File: src/rtl/dsa_pkg.sv
package dsa_pkg;

  typedef enum logic [1:0] {
    ST_IDLE,
    ST_COLLECT,
    ST_EVAL,
    ST_DONE
  } dsa_state_e;

  function automatic int max_int(input int a, input int b);
    return (a > b) ? a : b;
  endfunction

endpackage

File: src/rtl/dsa_period_timer.sv
module dsa_period_timer #(
  parameter int T_W = 16
) (
  input  logic           clk_i,
  input  logic           rst_ni,
  input  logic [T_W-1:0] cfg_period_i,
  output logic           tick_o
);

  logic [T_W-1:0] cnt_q;
  logic [T_W-1:0] lim;

  always_comb begin
    lim    = (cfg_period_i == '0) ? '0 : cfg_period_i - T_W'(1);
    tick_o = (cnt_q >= lim);
  end

  always_ff @(posedge clk_i or negedge rst_ni) begin
    if (!rst_ni) cnt_q <= '0;
    else if (tick_o) cnt_q <= '0;
    else cnt_q <= cnt_q + T_W'(1);
  end

endmodule

File: src/rtl/dsa_report_fifo.sv
module dsa_report_fifo #(
  parameter int DW    = 14,
  parameter int DEPTH = 8,
  parameter int CNT_W = $clog2(DEPTH + 1)
) (
  input  logic             clk_i,
  input  logic             rst_ni,
  input  logic             push_i,
  input  logic [DW-1:0]    din_i,
  input  logic             pop_i,
  output logic [DW-1:0]    dout_o,
  output logic             empty_o,
  output logic             full_o,
  output logic [CNT_W-1:0] cnt_o
);

  localparam int PTR_W = (DEPTH > 1) ? $clog2(DEPTH) : 1;

  logic [DW-1:0]    mem_q [DEPTH];
  logic [PTR_W-1:0] wr_q, rd_q;
  logic [CNT_W-1:0] cnt_q;
  logic             do_push, do_pop;

  function automatic logic [PTR_W-1:0] ptr_next(input logic [PTR_W-1:0] p);
    return (p == PTR_W'(DEPTH - 1)) ? '0 : p + PTR_W'(1);
  endfunction

  always_comb begin
    empty_o = (cnt_q == '0);
    full_o  = (cnt_q == CNT_W'(DEPTH));
    do_push = push_i && !full_o;
    do_pop  = pop_i && !empty_o;
    dout_o  = mem_q[rd_q];
    cnt_o   = cnt_q;
  end

  always_ff @(posedge clk_i) begin
    if (do_push) mem_q[wr_q] <= din_i;
  end

  always_ff @(posedge clk_i or negedge rst_ni) begin
    if (!rst_ni) begin
      wr_q  <= '0;
      rd_q  <= '0;
      cnt_q <= '0;
    end else begin
      if (do_push) wr_q <= ptr_next(wr_q);
      if (do_pop)  rd_q <= ptr_next(rd_q);
      case ({do_push, do_pop})
        2'b10:   cnt_q <= cnt_q + CNT_W'(1);
        2'b01:   cnt_q <= cnt_q - CNT_W'(1);
        default: cnt_q <= cnt_q;
      endcase
    end
  end

endmodule

File: src/rtl/dsa_fitness_max.sv
module dsa_fitness_max #(
  parameter int ADDR_W  = 4,
  parameter int SLOT_W  = 6,
  parameter int HOP_W   = 4,
  parameter int SHIFT_W = 3
) (
  input  logic               clk_i,
  input  logic               rst_ni,
  input  logic               clear_i,
  input  logic               load_i,
  input  logic [ADDR_W-1:0]  addr_i,
  input  logic [SLOT_W-1:0]  slots_i,
  input  logic [HOP_W-1:0]   hops_i,
  input  logic [SHIFT_W-1:0] slot_sh_i,
  input  logic [SHIFT_W-1:0] hop_sh_i,
  output logic [ADDR_W-1:0]  best_addr_o
);

  localparam int MAX_SH = (1 << SHIFT_W) - 1;
  localparam int FIT_W  = dsa_pkg::max_int(SLOT_W, HOP_W) + MAX_SH + 2;

  logic [FIT_W-1:0]        slot_term, hop_term;
  logic signed [FIT_W-1:0] fit, best_q;
  logic                    have_q, better;
  logic [ADDR_W-1:0]       addr_q;

  always_comb begin
    slot_term = {{(FIT_W - SLOT_W){1'b0}}, slots_i} << slot_sh_i;
    hop_term  = {{(FIT_W - HOP_W){1'b0}}, hops_i} << hop_sh_i;
    fit       = $signed(slot_term) - $signed(hop_term);
    // strict compare: ties keep earlier entry
    better    = !have_q || (fit > best_q);
    best_addr_o = addr_q;
  end

  always_ff @(posedge clk_i or negedge rst_ni) begin
    if (!rst_ni) begin
      have_q <= 1'b0;
      best_q <= '0;
      addr_q <= '0;
    end else if (clear_i) begin
      have_q <= 1'b0;
    end else if (load_i && better) begin
      have_q <= 1'b1;
      best_q <= fit;
      addr_q <= addr_i;
    end
  end

endmodule

File: src/rtl/dest_select_agent.sv
module dest_select_agent
  import dsa_pkg::*;
#(
  parameter int ADDR_W  = 4,
  parameter int SLOT_W  = 6,
  parameter int HOP_W   = 4,
  parameter int SHIFT_W = 3,
  parameter int DEPTH   = 8,
  parameter int T_W     = 16,
  parameter int W_W     = 8
) (
  input  logic               clk_i,
  input  logic               rst_ni,
  input  logic               rpt_valid_i,
  input  logic [ADDR_W-1:0]  rpt_addr_i,
  input  logic [SLOT_W-1:0]  rpt_slots_i,
  input  logic [HOP_W-1:0]   rpt_hops_i,
  input  logic [T_W-1:0]     cfg_period_i,
  input  logic [W_W-1:0]     cfg_window_i,
  input  logic [SHIFT_W-1:0] cfg_slot_shift_i,
  input  logic [SHIFT_W-1:0] cfg_hop_shift_i,
  output logic [ADDR_W-1:0]  dest_addr_o,
  output logic               dest_valid_o,
  output logic               no_cand_o
);

  localparam int RPT_W = ADDR_W + SLOT_W + HOP_W;
  localparam int CNT_W = $clog2(DEPTH + 1);

  dsa_state_e        st_q;
  logic [W_W-1:0]    win_q;
  logic              tick, accept, push, pop, commit, win_one, win_last;
  logic              fifo_empty, fifo_full;
  logic [CNT_W-1:0]  fifo_cnt;
  logic [RPT_W-1:0]  head;
  logic [ADDR_W-1:0] head_addr, best_addr;
  logic [SLOT_W-1:0] head_slots;
  logic [HOP_W-1:0]  head_hops;

  dsa_period_timer #(.T_W(T_W)) u_timer (
    .clk_i        (clk_i),
    .rst_ni       (rst_ni),
    .cfg_period_i (cfg_period_i),
    .tick_o       (tick)
  );

  always_comb begin
    accept   = rpt_valid_i && (st_q == ST_IDLE || st_q == ST_COLLECT);
    push     = accept && !fifo_full;
    pop      = (st_q == ST_EVAL) && !fifo_empty;
    commit   = (st_q == ST_EVAL) && fifo_empty;
    win_one  = (cfg_window_i <= W_W'(1));
    win_last = ({1'b0, win_q} + (W_W+1)'(1)) >= {1'b0, cfg_window_i};
    {head_addr, head_slots, head_hops} = head;
  end

  dsa_report_fifo #(.DW(RPT_W), .DEPTH(DEPTH), .CNT_W(CNT_W)) u_fifo (
    .clk_i   (clk_i),
    .rst_ni  (rst_ni),
    .push_i  (push),
    .din_i   ({rpt_addr_i, rpt_slots_i, rpt_hops_i}),
    .pop_i   (pop),
    .dout_o  (head),
    .empty_o (fifo_empty),
    .full_o  (fifo_full),
    .cnt_o   (fifo_cnt)
  );

  dsa_fitness_max #(
    .ADDR_W(ADDR_W), .SLOT_W(SLOT_W), .HOP_W(HOP_W), .SHIFT_W(SHIFT_W)
  ) u_fit (
    .clk_i       (clk_i),
    .rst_ni      (rst_ni),
    .clear_i     (commit),
    .load_i      (pop),
    .addr_i      (head_addr),
    .slots_i     (head_slots),
    .hops_i      (head_hops),
    .slot_sh_i   (cfg_slot_shift_i),
    .hop_sh_i    (cfg_hop_shift_i),
    .best_addr_o (best_addr)
  );

  always_ff @(posedge clk_i or negedge rst_ni) begin
    if (!rst_ni) begin
      st_q         <= ST_IDLE;
      win_q        <= '0;
      dest_addr_o  <= '0;
      dest_valid_o <= 1'b0;
      no_cand_o    <= 1'b0;
    end else begin
      dest_valid_o <= 1'b0;
      unique case (st_q)
        ST_IDLE: begin
          if (accept) begin
            win_q <= W_W'(1);
            st_q  <= win_one ? ST_EVAL : ST_COLLECT;
          end else if (tick) begin
            no_cand_o <= 1'b1;
          end
        end
        ST_COLLECT: begin
          if (win_last) st_q <= ST_EVAL;
          else win_q <= win_q + W_W'(1);
        end
        ST_EVAL: begin
          if (commit) begin
            dest_addr_o  <= best_addr;
            dest_valid_o <= 1'b1;
            no_cand_o    <= 1'b0;
            st_q         <= ST_DONE;
          end
        end
        ST_DONE: begin
          if (tick) st_q <= ST_IDLE;
        end
        default: st_q <= ST_IDLE;
      endcase
    end
  end

endmodule

File: config.mk
export PLATFORM = sky130hd
export DESIGN_NAME = dest_select_agent
export DESIGN_NICKNAME = d
export VERILOG_FILES = /design/src/rtl/dsa_pkg.sv /design/src/rtl/dsa_period_timer.sv /design/src/rtl/dsa_report_fifo.sv /design/src/rtl/dsa_fitness_max.sv /design/src/rtl/dest_select_agent.sv
export SDC_FILE = /design/constraint.sdc
export NUM_CORES = 1
export LEC_CHECK = 0
export BUFFER_PORTS_ARGS = -buffer_cell sky130_fd_sc_hd__buf_4
export CAP_MARGIN = 20
export CORE_MARGIN = 5
export CORE_UTILIZATION = 62
export DETAILED_ROUTE_END_ITERATION = 10
export GPL_TIMING_DRIVEN = 0
export HOLD_SLACK_MARGIN = 0.08
export PLACE_DENSITY_LB_ADDON = 0.05
export SLEW_MARGIN = 20
export SYNTH_ARGS = -nofsm -noshare
export SYNTH_HDL_FRONTEND = slang
export SYNTH_HIERARCHICAL = 1
export SYNTH_SLANG_ARGS = --single-unit
File: constraint.sdc
create_clock -name clk_i -period 7.15 [get_ports clk_i]
set_clock_uncertainty 0.2 [all_clocks]
set_input_delay 1.0725 -clock clk_i [delete_from_list [all_inputs] [get_ports clk_i]]
set_output_delay 1.0725 -clock clk_i [all_outputs]
set_load 0.01 [all_outputs]
* After elaboration in Yosys (flattened, before gate mapping)
Memory sizes are Yosys's and may differ from the RTL's.
Index checks and enable logic that the tools add are counted.
** Storage, ports and cells
- Flip-flop bits (word level) :: 62
- Bits in writable memories :: 112
- Input port bits :: 47
- Output and inout bits :: 6
- Word-level logic and storage cells :: 92
- Memories kept :: 1
** Memory list
- u_fifo.mem_q :: words 8, width 14, read ports 1, clocked after Yosys merged registers in 0, write ports 1, line dsa_report_fifo.sv:19 : logic [DW-1:0] mem_q [DEPTH];
** Cells by class
- Add/sub/neg operators :: 9
- Magnitude comparators :: 4
- Eq/ne operators :: 15
- Shift-type cells :: 2
- Mux-type cells :: 24
- Bitwise logic cells :: 1
- Reductions and logical operators :: 24
** Operator list (number)
- $mux W16 :: 2
- $add A16 B1 Y16 const B :: 1
- $ge A16 B16 Y1 :: 1
- $logic_not A16 Y1 :: 1
- $mux W8 :: 2
- $pmux W8 S2 :: 1
- $sub A16 B1 Y16 const B :: 1
- $gt A15 B15 Y1 :: 1
- $shl A4 B3 Y15 :: 1
- $shl A6 B3 Y15 :: 1
- $sub A15 B15 Y15 :: 1
- $ne A2 B2 Y1 const B :: 7
- $mux W2 :: 5
- $add A8 B1 Y9 const B :: 1
- $ge A9 B8 Y1 :: 1
- $mux W1 :: 9
- $add A8 B1 Y8 const B :: 1
- $le A8 B1 Y1 const B :: 1
- $pmux W2 S4 :: 1
- $pmux W4 S2 :: 1
- $reduce_and A4 Y1 :: 2
- $reduce_bool A2 Y1 :: 4
- $logic_and A1 B1 Y1 :: 7
- $add A3 B1 Y3 const B :: 2
- 15 further kinds :: 24

* Logic depth before layout (Yosys ltp)
Gate-level depths: netlist of the first run.
An unclocked memory read counts as a cell.
- Depth after elaboration :: 8
- Depth in mapped cells :: 25
- Depth with buffers taken out :: 20

* Hierarchy
Netlist of the first run, hierarchy kept.
** Modules (own cells, without submodules)
- dsa_report_fifo :: instances 1, cells each 230, area each 4890.9 um^2, sequential area each 3613.5 um^2
- dsa_fitness_max :: instances 1, cells each 248, area each 2187.1 um^2, sequential area each 500.5 um^2
- dsa_period_timer :: instances 1, cells each 179, area each 1460.2 um^2, sequential area each 400.4 um^2
- dest_select_agent :: instances 1, cells each 131, area each 1262.5 um^2, sequential area each 400.4 um^2

* Least setup slack after synthesis of the first run
No wires, ideal clock.
- Path kind :: in2reg
- From :: in cfg_slot_shift_i[1]
- To :: reg u_fit.addr_q[2], in the netlist u_fit/best_addr_o[2]
- Setup time :: 0.125 ns
- Data arrival time :: 5.021 ns
- Required time :: 6.825 ns
- Setup slack :: 1.803 ns
- Cell stages on the path :: 19
- Path buffers :: 3
- Cells stage by stage :: clkbuf_1 -> mux2_2 -> o21ai_0 -> o22ai_1 -> ha_1 -> and3_1 -> a221oi_2 -> o21ai_2 -> a31oi_1 -> o21bai_2 -> ha_1 -> nand4_1 -> inv_1 -> a221oi_2 -> mux2i_1 -> nand4b_1 -> buf_6 -> buf_12 -> mux2_4
** Between the ends
- Word-level cells in the longest chain between the ends :: 6
** RTL lines
- start: declaration :: line dest_select_agent.sv:20 : input logic [SHIFT_W-1:0] cfg_slot_shift_i,
- $shl A6 B3 Y15 :: line dsa_fitness_max.sv:28 : slot_term = {{(FIT_W - SLOT_W){1'b0}}, slots_i} << slot_sh_i;
- $sub A15 B15 Y15 :: line dsa_fitness_max.sv:30 : fit = $signed(slot_term) - $signed(hop_term);
- named net u_fit.fit[14] :: line dsa_fitness_max.sv:23 : logic signed [FIT_W-1:0] fit, best_q;
- $gt A15 B15 Y1 :: line dsa_fitness_max.sv:32 : better = !have_q || (fit > best_q);
- $logic_or A1 B1 Y1 :: line dsa_fitness_max.sv:32
- $logic_and A1 B1 Y1 :: line dsa_fitness_max.sv:43 : end else if (load_i && better) begin
- $reduce_and A2 Y1 (no line)
- end signal: assignment :: line dsa_fitness_max.sv:46 : addr_q <= addr_i;
- end: declaration :: line dsa_fitness_max.sv:25 : logic [ADDR_W-1:0] addr_q;
The timed path passes the listed nets, and every way through them passes these cells.
A chain may end at the register's enable or synchronous reset.

* Worst setup path after layout of the first run
- From :: reg u_fifo.rd_q[2]
- To :: reg u_fit.best_q[1]
** Between the ends
- Word-level cells in the longest chain between the ends :: 7
- Elaborated cells between the ends (all ways) :: 8
** RTL lines
- start: declaration :: line dsa_report_fifo.sv:20 : logic [PTR_W-1:0] wr_q, rd_q;
- start signal: assignment :: line dsa_report_fifo.sv:48 : if (do_pop) rd_q <= ptr_next(rd_q);
- $mem_v2 Z8 W14
- named net head[9] :: line dest_select_agent.sv:35 : logic [RPT_W-1:0] head;
- $shl A6 B3 Y15 :: line dsa_fitness_max.sv:28
- $sub A15 B15 Y15 :: line dsa_fitness_max.sv:30
- named net u_fit.fit[14] :: line dsa_fitness_max.sv:23
- $gt A15 B15 Y1 :: line dsa_fitness_max.sv:32
- $logic_or A1 B1 Y1 :: line dsa_fitness_max.sv:32
- $logic_and A1 B1 Y1 :: line dsa_fitness_max.sv:43
- $reduce_and A2 Y1 (no line)
- end signal: assignment :: line dsa_fitness_max.sv:45 : best_q <= fit;
- end: declaration :: line dsa_fitness_max.sv:23
The timed path passes the listed nets, and every way through them passes these cells.

==> results.sh, run 1 <==
export IMPL_power_frac_comb=0.483
export IMPL_port_buffers=51
export IMPL_worstPathArrival_ns=6.40
export IMPL_p_int_mw=2.761
export IMPL_async_flop_share=0.3563
export IMPL_hold_viol_final=0
export IMPL_status="finished, final reports clean"
export IMPL_start_util=0.6237
export IMPL_dr_pass1_iters=5
export IMPL_cts_made_buffers=17
export IMPL_drtAntennaViolNets=0
export IMPL_postLayoutCoreUtil=0.7087
export IMPL_drtIter0Drc=458
export IMPL_fin_tns_setup_ns=0
export IMPL_syn_cell_area_sq_mm=0.009801
export IMPL_worst_slack_ns=0.8617
export IMPL_drive_gt1_frac=0.2392
export IMPL_fin_crit_sh=0.8795
export IMPL_power_switching_mw=1.744
export IMPL_cts_setup_buffers=0
export IMPL_avgViaCountPerCell=5.929
export IMPL_dp_cells=1062
export IMPL_powerDensity_mw_per_mm2=404.6
export IMPL_htreeDepth=4
export IMPL_synthDistinctLibCells=79
export IMPL_cp_max_fo=10
export IMPL_avgSynthCellArea_sq_um=12.44
export IMPL_sequentialPowerShare=0.315
export IMPL_period_minus_slack_ns=6.288
export IMPL_critPathCaptureType="register"
export IMPL_diodes=0
export IMPL_cts_tree="built"
export IMPL_synthCells=788
export IMPL_critPathKind="reg -> reg"
export IMPL_grt_setup_unrepaired="false"
export IMPL_yosysWarnings=6
export IMPL_worst_slew_pin_slew_ns=0.9177
export IMPL_pwr_share_clk=0.202
export IMPL_dp_slack_ns=1.002
export IMPL_syn_nets=902
export IMPL_dpl_cell_area_sq_mm=0.01055
export IMPL_grt_use_total=0.2342
export IMPL_vias=6486
export IMPL_peakVddDrop_v=0.0002617
export IMPL_grt_pass1_wl_microns=33370
export IMPL_clkTransAtPathRegs_ns=0.08
export IMPL_clock_sinks=174
export IMPL_cap_violations=0
export IMPL_power_share_switching=0.3872
export IMPL_drt_wl_total_microns=20390
export IMPL_core_sq_mm=0.01571
export IMPL_stdcell_count=1094
export IMPL_dieArea_sq_mm=0.01842
export IMPL_first_global_vias=6664
export IMPL_nets=979
export IMPL_synth_edf_count=112
export IMPL_cts_buffer_depth=2
export IMPL_hold_path_class="reg -> reg"
export IMPL_drc=0
export IMPL_grt_antenna_before_repair=0
export IMPL_gr_total_overflow=0
export IMPL_cts_root_buffer_cell="clkbuf_16"
export IMPL_cts_resized=0
export IMPL_hpwl_microns=14910
export IMPL_maxSlewViolCount=0
export IMPL_synth_seq_cells=174
export IMPL_leakagePower_nw=4.570
export IMPL_gp_congestion=0.8654
export IMPL_fillers=1084
export IMPL_seq_area_frac_synth=0.5015
export IMPL_grt_start_max_net_pins=63
export IMPL_die_w_microns=135.7
export IMPL_final_setup_viol_count=0
export IMPL_stdcell_area_sq_mm=0.01114
export IMPL_die_h_microns=135.7
export IMPL_ctsHoldBuffers=0
export IMPL_clk_latency_ns=0.43
export IMPL_rows=46
export IMPL_start_kind="register"
export IMPL_wire_per_inst_microns=18.64
export IMPL_area_growth_syn_to_layout_pct=13.62
export IMPL_max_slew_margin_rel=0.3831
export IMPL_synth_main_ff_cell="edfxtp_1"
export IMPL_io_pins=53
export IMPL_crit_required_ns=7.26
export IMPL_max_freq_mhz=159.0
## layer usage
| layer | up-vias | share of wire | track usage |
|---|---|---|---|
| met2 | 166 | 0.51 | 0.4054 |
| li1 | 3084 | - | - |
| met3 | 24 | 0.043 | 0.04346 |
| met4 | 0 | 0.015 | 0.07111 |
| met1 | 3212 | 0.43 | 0.3018 |
| met5 | - | 0 | 0 |
## worst paths after layout
path / startpoint / to / slack (ns) / cells past startpoint
setup reg to reg: u_fifo/rd_q[2] / u_fit/best_q[1] / 0.86 / 21
hold / removal: u_fit/best_addr_o[0] / u_fit/best_addr_o[0] / 0.29 / 1
max in group asynchronous: rst_ni / u_fifo/wr_q[0] / 5.69 / 1
hold reg to reg: u_fit/best_addr_o[0] / u_fit/best_addr_o[0] / 0.29 / 1
setup / recovery: u_fifo/rd_q[2] / u_fit/best_q[1] / 0.86 / 21
min in group asynchronous: rst_ni / u_fit/best_q[0] / 0.52 / 1
## layout make-up
class	count	area (sq um)	area share
Sequential cell	174	4915	0.4413
Multi-Input combinational cell	534	4564	0.4099
Timing Repair Buffer	58	441.7	0.03966
Clock buffer	17	425.4	0.03820
Tap cell	216	270.3	0.02427
Inverter	51	191.4	0.01719
Clock inverter	15	163.9	0.01472
Buffer	29	163.9	0.01472
## cells in the final DEF, fill, tap and decap left out, types with 18 or more instances in the layout
cell / count
a21oi_1: 31
buf_4: 55
dfrtp_1: 62
edfxtp_1: 112
ha_1: 65
inv_1: 51
mux2_2: 28
mux4_2: 28
nand2_1: 65
nand3_1: 18
nor2_1: 48
o21ai_0: 23
xnor2_1: 23
xor2_1: 18
## kinds of logic (layout without fill, tap and decap cells)
kind of cell / count (synthesis) / in the layout / synth area share
and+or+nand+nor: 226 / 226 / 0.1209
DFF: 174 / 174 / 0.5015
AOI/OAI and AO/OA: 112 / 112 / 0.08260
adders and majority gates: 67 / 67 / 0.08707
muxes: 88 / 88 / 0.1351
xor gates and xnor gates: 41 / 41 / 0.03664
buffers and inverters: 80 / 170 / 0.03626
## worst max-delay path, stage by stage (launching register included)
cell and delay, ns:
dfrtp_1 0.40, clkbuf_1 0.37, buf_1 0.59, mux2_2 0.46
mux2_2 0.29, o21ai_0 0.28, o22ai_1 0.14, ha_1 0.41
and3_1 0.21, a221oi_2 0.39, o21ai_2 0.13, a31oi_1 0.30
o21bai_2 0.20, ha_1 0.27, nand4_1 0.17, inv_1 0.07
a221oi_2 0.28, mux2i_1 0.22, nand4b_1 0.13, buf_6 0.20
buf_12 0.16, mux2_4 0.29
## metrics by stage
stage | total power [mW] | hold slack (ns)
final | 4.506 | 0.2946
after global routing | 4.836 | 0.3110
after CTS | 4.529 | 0.2950
after detailed placement | 3.598 | 0.2774
after global placement | 3.469 | 0.2743
after floorplan | 3.056 | 0.2602
## Yosys cell counts (all sizes together), types with 2 or more instances
master    n  area (sq um)
nand3    20         117.6
or3       3         18.77
edfxtp  112          3363
mux4     28         630.6
and2      4         26.28
a21o      8         60.06
a2111o    2         22.52
o21bai    3         26.27
o31ai     2         15.01
a41o      3         33.78
nand2    67         266.5
buf      17         115.1
ha       65         813.3
a21oi    33         172.7
inv      51         191.4
o211ai    3         22.52
a211oi    3         27.52
o21ai    27         138.9
dfrtp    62          1551
nor2b     7         43.79
nand4b    7         61.31
o41ai     5         73.82
o22ai     2         12.51
xnor2    23         201.4
nand2b   15         96.34
and3      6         37.54
o311a     2         20.02
a221oi    3         38.79
o221ai    2         17.52
nor4      9         71.32
nand4    14         93.84
nor2     52         197.7
mux2i    13         130.1
fa        2         40.04
or4b      3         37.54
a31oi     4         40.04
nor3b     4         30.03
nor3     13         70.07
xor2     18         157.7
clkbuf   12         48.80
mux2     47         563.0
## power groups by stage
stage,sequential (mW),combinational [mW],clock [mW]
after global placement,1.42,2.05,0
final,1.42,2.18,0.911
after floorplan,1.40,1.66,0
after CTS,1.42,2.18,0.928
after global routing,1.44,2.41,0.978
after detailed placement,1.44,2.16,0
## sequential cells by signal (all words and copies together), names as in the netlist
name               count
st_q                   2
u_fifo/cnt_o           4
u_fit/best_q          15
dest_addr_o            4
win_q                  8
u_fifo/mem_q         112
u_fit/best_addr_o      4
u_fifo/wr_q            3
u_fifo/rd_q            3
dest_valid_o           1
u_fit/have_q           1
no_cand_o              1
u_timer/cnt_q         16
Power figures use the tool's default switching activity.
==> inputs of run 2 (changes only) <==
- CORE_ASPECT_RATIO: default -> 2
==> run 2 against run 1 <==
Against the previous run: non-clock buffer count rose by 2; combinational power about the same; highest routed layer unchanged; power rose by 0.46%; largest cell class unchanged; worst setup slack got worse by 0.072 ns; clock-buffer cell count grew 2.
==> results.sh, run 2 (same netlist as run 1, synthesis figures left out) <==
export IMPL_status="finished, final reports clean"
export IMPL_wire_per_inst_microns=19.65
export IMPL_layout_common_cells="edfxtp_1, nand2_1, ha_1"
export IMPL_multiInputGateArea_sq_mm=0.004564
export IMPL_grt_busiest_layer="met2"
export IMPL_io_pins=53
export IMPL_period_minus_slack_ns=6.360
export IMPL_dp_cells=1049
export IMPL_max_freq_mhz=157.2
export IMPL_core_sq_mm=0.01570
export IMPL_critPathCaptureType="register"
export IMPL_die_w_microns=98.91
export IMPL_start_kind="register"
export IMPL_grt_setup_unrepaired="false"
export IMPL_clock_sinks=174
export IMPL_area_growth_syn_to_layout_pct=13.40
export IMPL_cts_root_buffer_cell="clkbuf_16"
export IMPL_worstPathArrival_ns=6.47
export IMPL_port_buffers=51
export IMPL_max_slew_margin_rel=0.4096
export IMPL_hold_viol_final=0
export IMPL_clkTransAtPathRegs_ns=0.06
export IMPL_critPathKind="reg -> reg"
export IMPL_htreeDepth=4
export IMPL_vias=6554
export IMPL_cp_max_fo=10
export IMPL_cts_resized=0
export IMPL_grt_start_max_net_pins=63
export IMPL_cts_setup_buffers=0
export IMPL_largest_reg_flops=112
export IMPL_nets=981
export IMPL_die_h_microns=187.8
export IMPL_dieArea_sq_mm=0.01857
export IMPL_peakVddDrop_v=0.0002591
export IMPL_drive_gt1_frac=0.2352
export IMPL_cts_made_buffers=17
export IMPL_first_global_vias=7023
export IMPL_dr_pass1_iters=5
export IMPL_maxSlewViolCount=0
export IMPL_cap_violations=0
export IMPL_cts_tree="built"
export IMPL_start_util=0.6244
export IMPL_clk_latency_ns=0.43
export IMPL_top_regs="u_fifo/mem_q (112), u_timer/cnt_q (16), u_fit/best_q (15)"
export IMPL_ff_latch_area_sq_mm=0.004915
export IMPL_drt_wl_total_microns=21250
export IMPL_stdcell_count=1081
export IMPL_cts_buffer_depth=2
export IMPL_grt_use_total=0.2445
export IMPL_drtAntennaViolNets=0
export IMPL_fillers=1093
export IMPL_crit_required_ns=7.26
export IMPL_fin_crit_sh=0.8896
export IMPL_largest_register="u_fifo/mem_q"
export IMPL_gr_total_overflow=0
export IMPL_avgViaCountPerCell=6.063
export IMPL_grt_util_met3=0.04170
export IMPL_leakagePower_nw=4.565
export IMPL_drc=0
export IMPL_gp_congestion=0.9261
export IMPL_ctsHoldBuffers=0
export IMPL_rows=65
export IMPL_hpwl_microns=16050
export IMPL_grt_antenna_before_repair=0
export IMPL_fin_tns_setup_ns=0
export IMPL_grtUsageMet1=0.2472
export IMPL_grt_pass1_wl_microns=35310
export IMPL_finalPower_mw=4.527
export IMPL_mostFrequentLayoutCell="edfxtp_1"
export IMPL_diodes=0
export IMPL_drtIter0Drc=279
export IMPL_powerDensity_mw_per_mm2=407.3
export IMPL_grt_met2_usage=0.4733
export IMPL_hold_path_class="reg -> reg"
export IMPL_final_setup_viol_count=0
export IMPL_worst_slew_pin_slew_ns=0.8808
## run 2: cell count changes in the layout (fill, tap and decap cells not counted), sizes merged
cell / change
bufinv: +2
inv: -6
clkinvlp: +1
clkbuf: +2
buf: +2
clkinv: +1
## run 2: path summary, 6_finish.rpt
check | slack [ns] | cells after the start | from | to
worst max-delay path | 0.79 | 21 | u_fifo/rd_q[2] | u_fit/best_q[4]
worst min-delay path | 0.29 | 1 | u_fit/best_q[11] | u_fit/best_q[11]
worst max register to register | 0.79 | 21 | u_fifo/rd_q[2] | u_fit/best_q[4]
worst min register to register | 0.29 | 1 | u_fit/best_q[11] | u_fit/best_q[11]
max in group asynchronous | 5.69 | 1 | rst_ni | u_fit/best_addr_o[0]
min in group asynchronous | 0.51 | 1 | rst_ni | u_fit/best_q[0]
## run 2: routing by layer
| metal | vias up | wire length (microns) |
|---|---|---|
| li1 | 3087 | - |
| met4 | 0 | 837 |
| met5 | - | 0 |
| met1 | 3269 | 7262 |
| met2 | 148 | 12450 |
| met3 | 50 | 691 |
## run 2: worst max-delay path, stage by stage (launching register included)
cell      delay, ns
dfrtp_1        0.35
clkbuf_1       0.33
buf_1          0.63
mux2_2         0.48
mux2_2         0.29
o21ai_0        0.24
o22ai_1        0.14
ha_1           0.41
and3_1         0.21
a221oi_2       0.38
o21ai_2        0.15
a31oi_1        0.33
o21bai_2       0.21
ha_1           0.28
nand4_1        0.19
inv_1          0.08
a221oi_2       0.28
mux2i_1        0.22
nand4b_1       0.15
buf_6          0.20
buf_12         0.16
mux2_4         0.30
## run 2: stage by stage
stage	setup WS, ns	util	instance area (sq um)	hold WS, ns
final	0.7895	0.7081	11110	0.2906
after global routing	0.4994	0.7081	11110	0.3216
after CTS	0.8036	0.7081	11110	0.2965
after detailed placement	0.8159	0.6717	10540	0.2826
after global placement	0.9127	0.6648	10440	0.2742
after floorplan	1.803	-	9801	0.2602
## run 2: report_power, final
part / total [mW] / leakage (nW) / switching [mW] / internal (mW)
registers: 1.42 / 1.79 / 0.137 / 1.28
logic: 2.21 / 2.50 / 1.20 / 1.01
clock network: 0.896 / 0.273 / 0.381 / 0.515
total: 4.53 / 4.56 / 1.72 / 2.81
## run 2: final cells by class
| class | instances | area share |
|---|---|---|
| flip-flops and latches | 174 | 0.4422 |
| multi-input cells | 534 | 0.4107 |
| repair buffers | 60 | 0.04109 |
| clock buffers | 19 | 0.03895 |
| well taps | 201 | 0.02263 |
| inverters | 51 | 0.01722 |
| plain buffers | 29 | 0.01475 |
| clock inverters | 13 | 0.01250 |
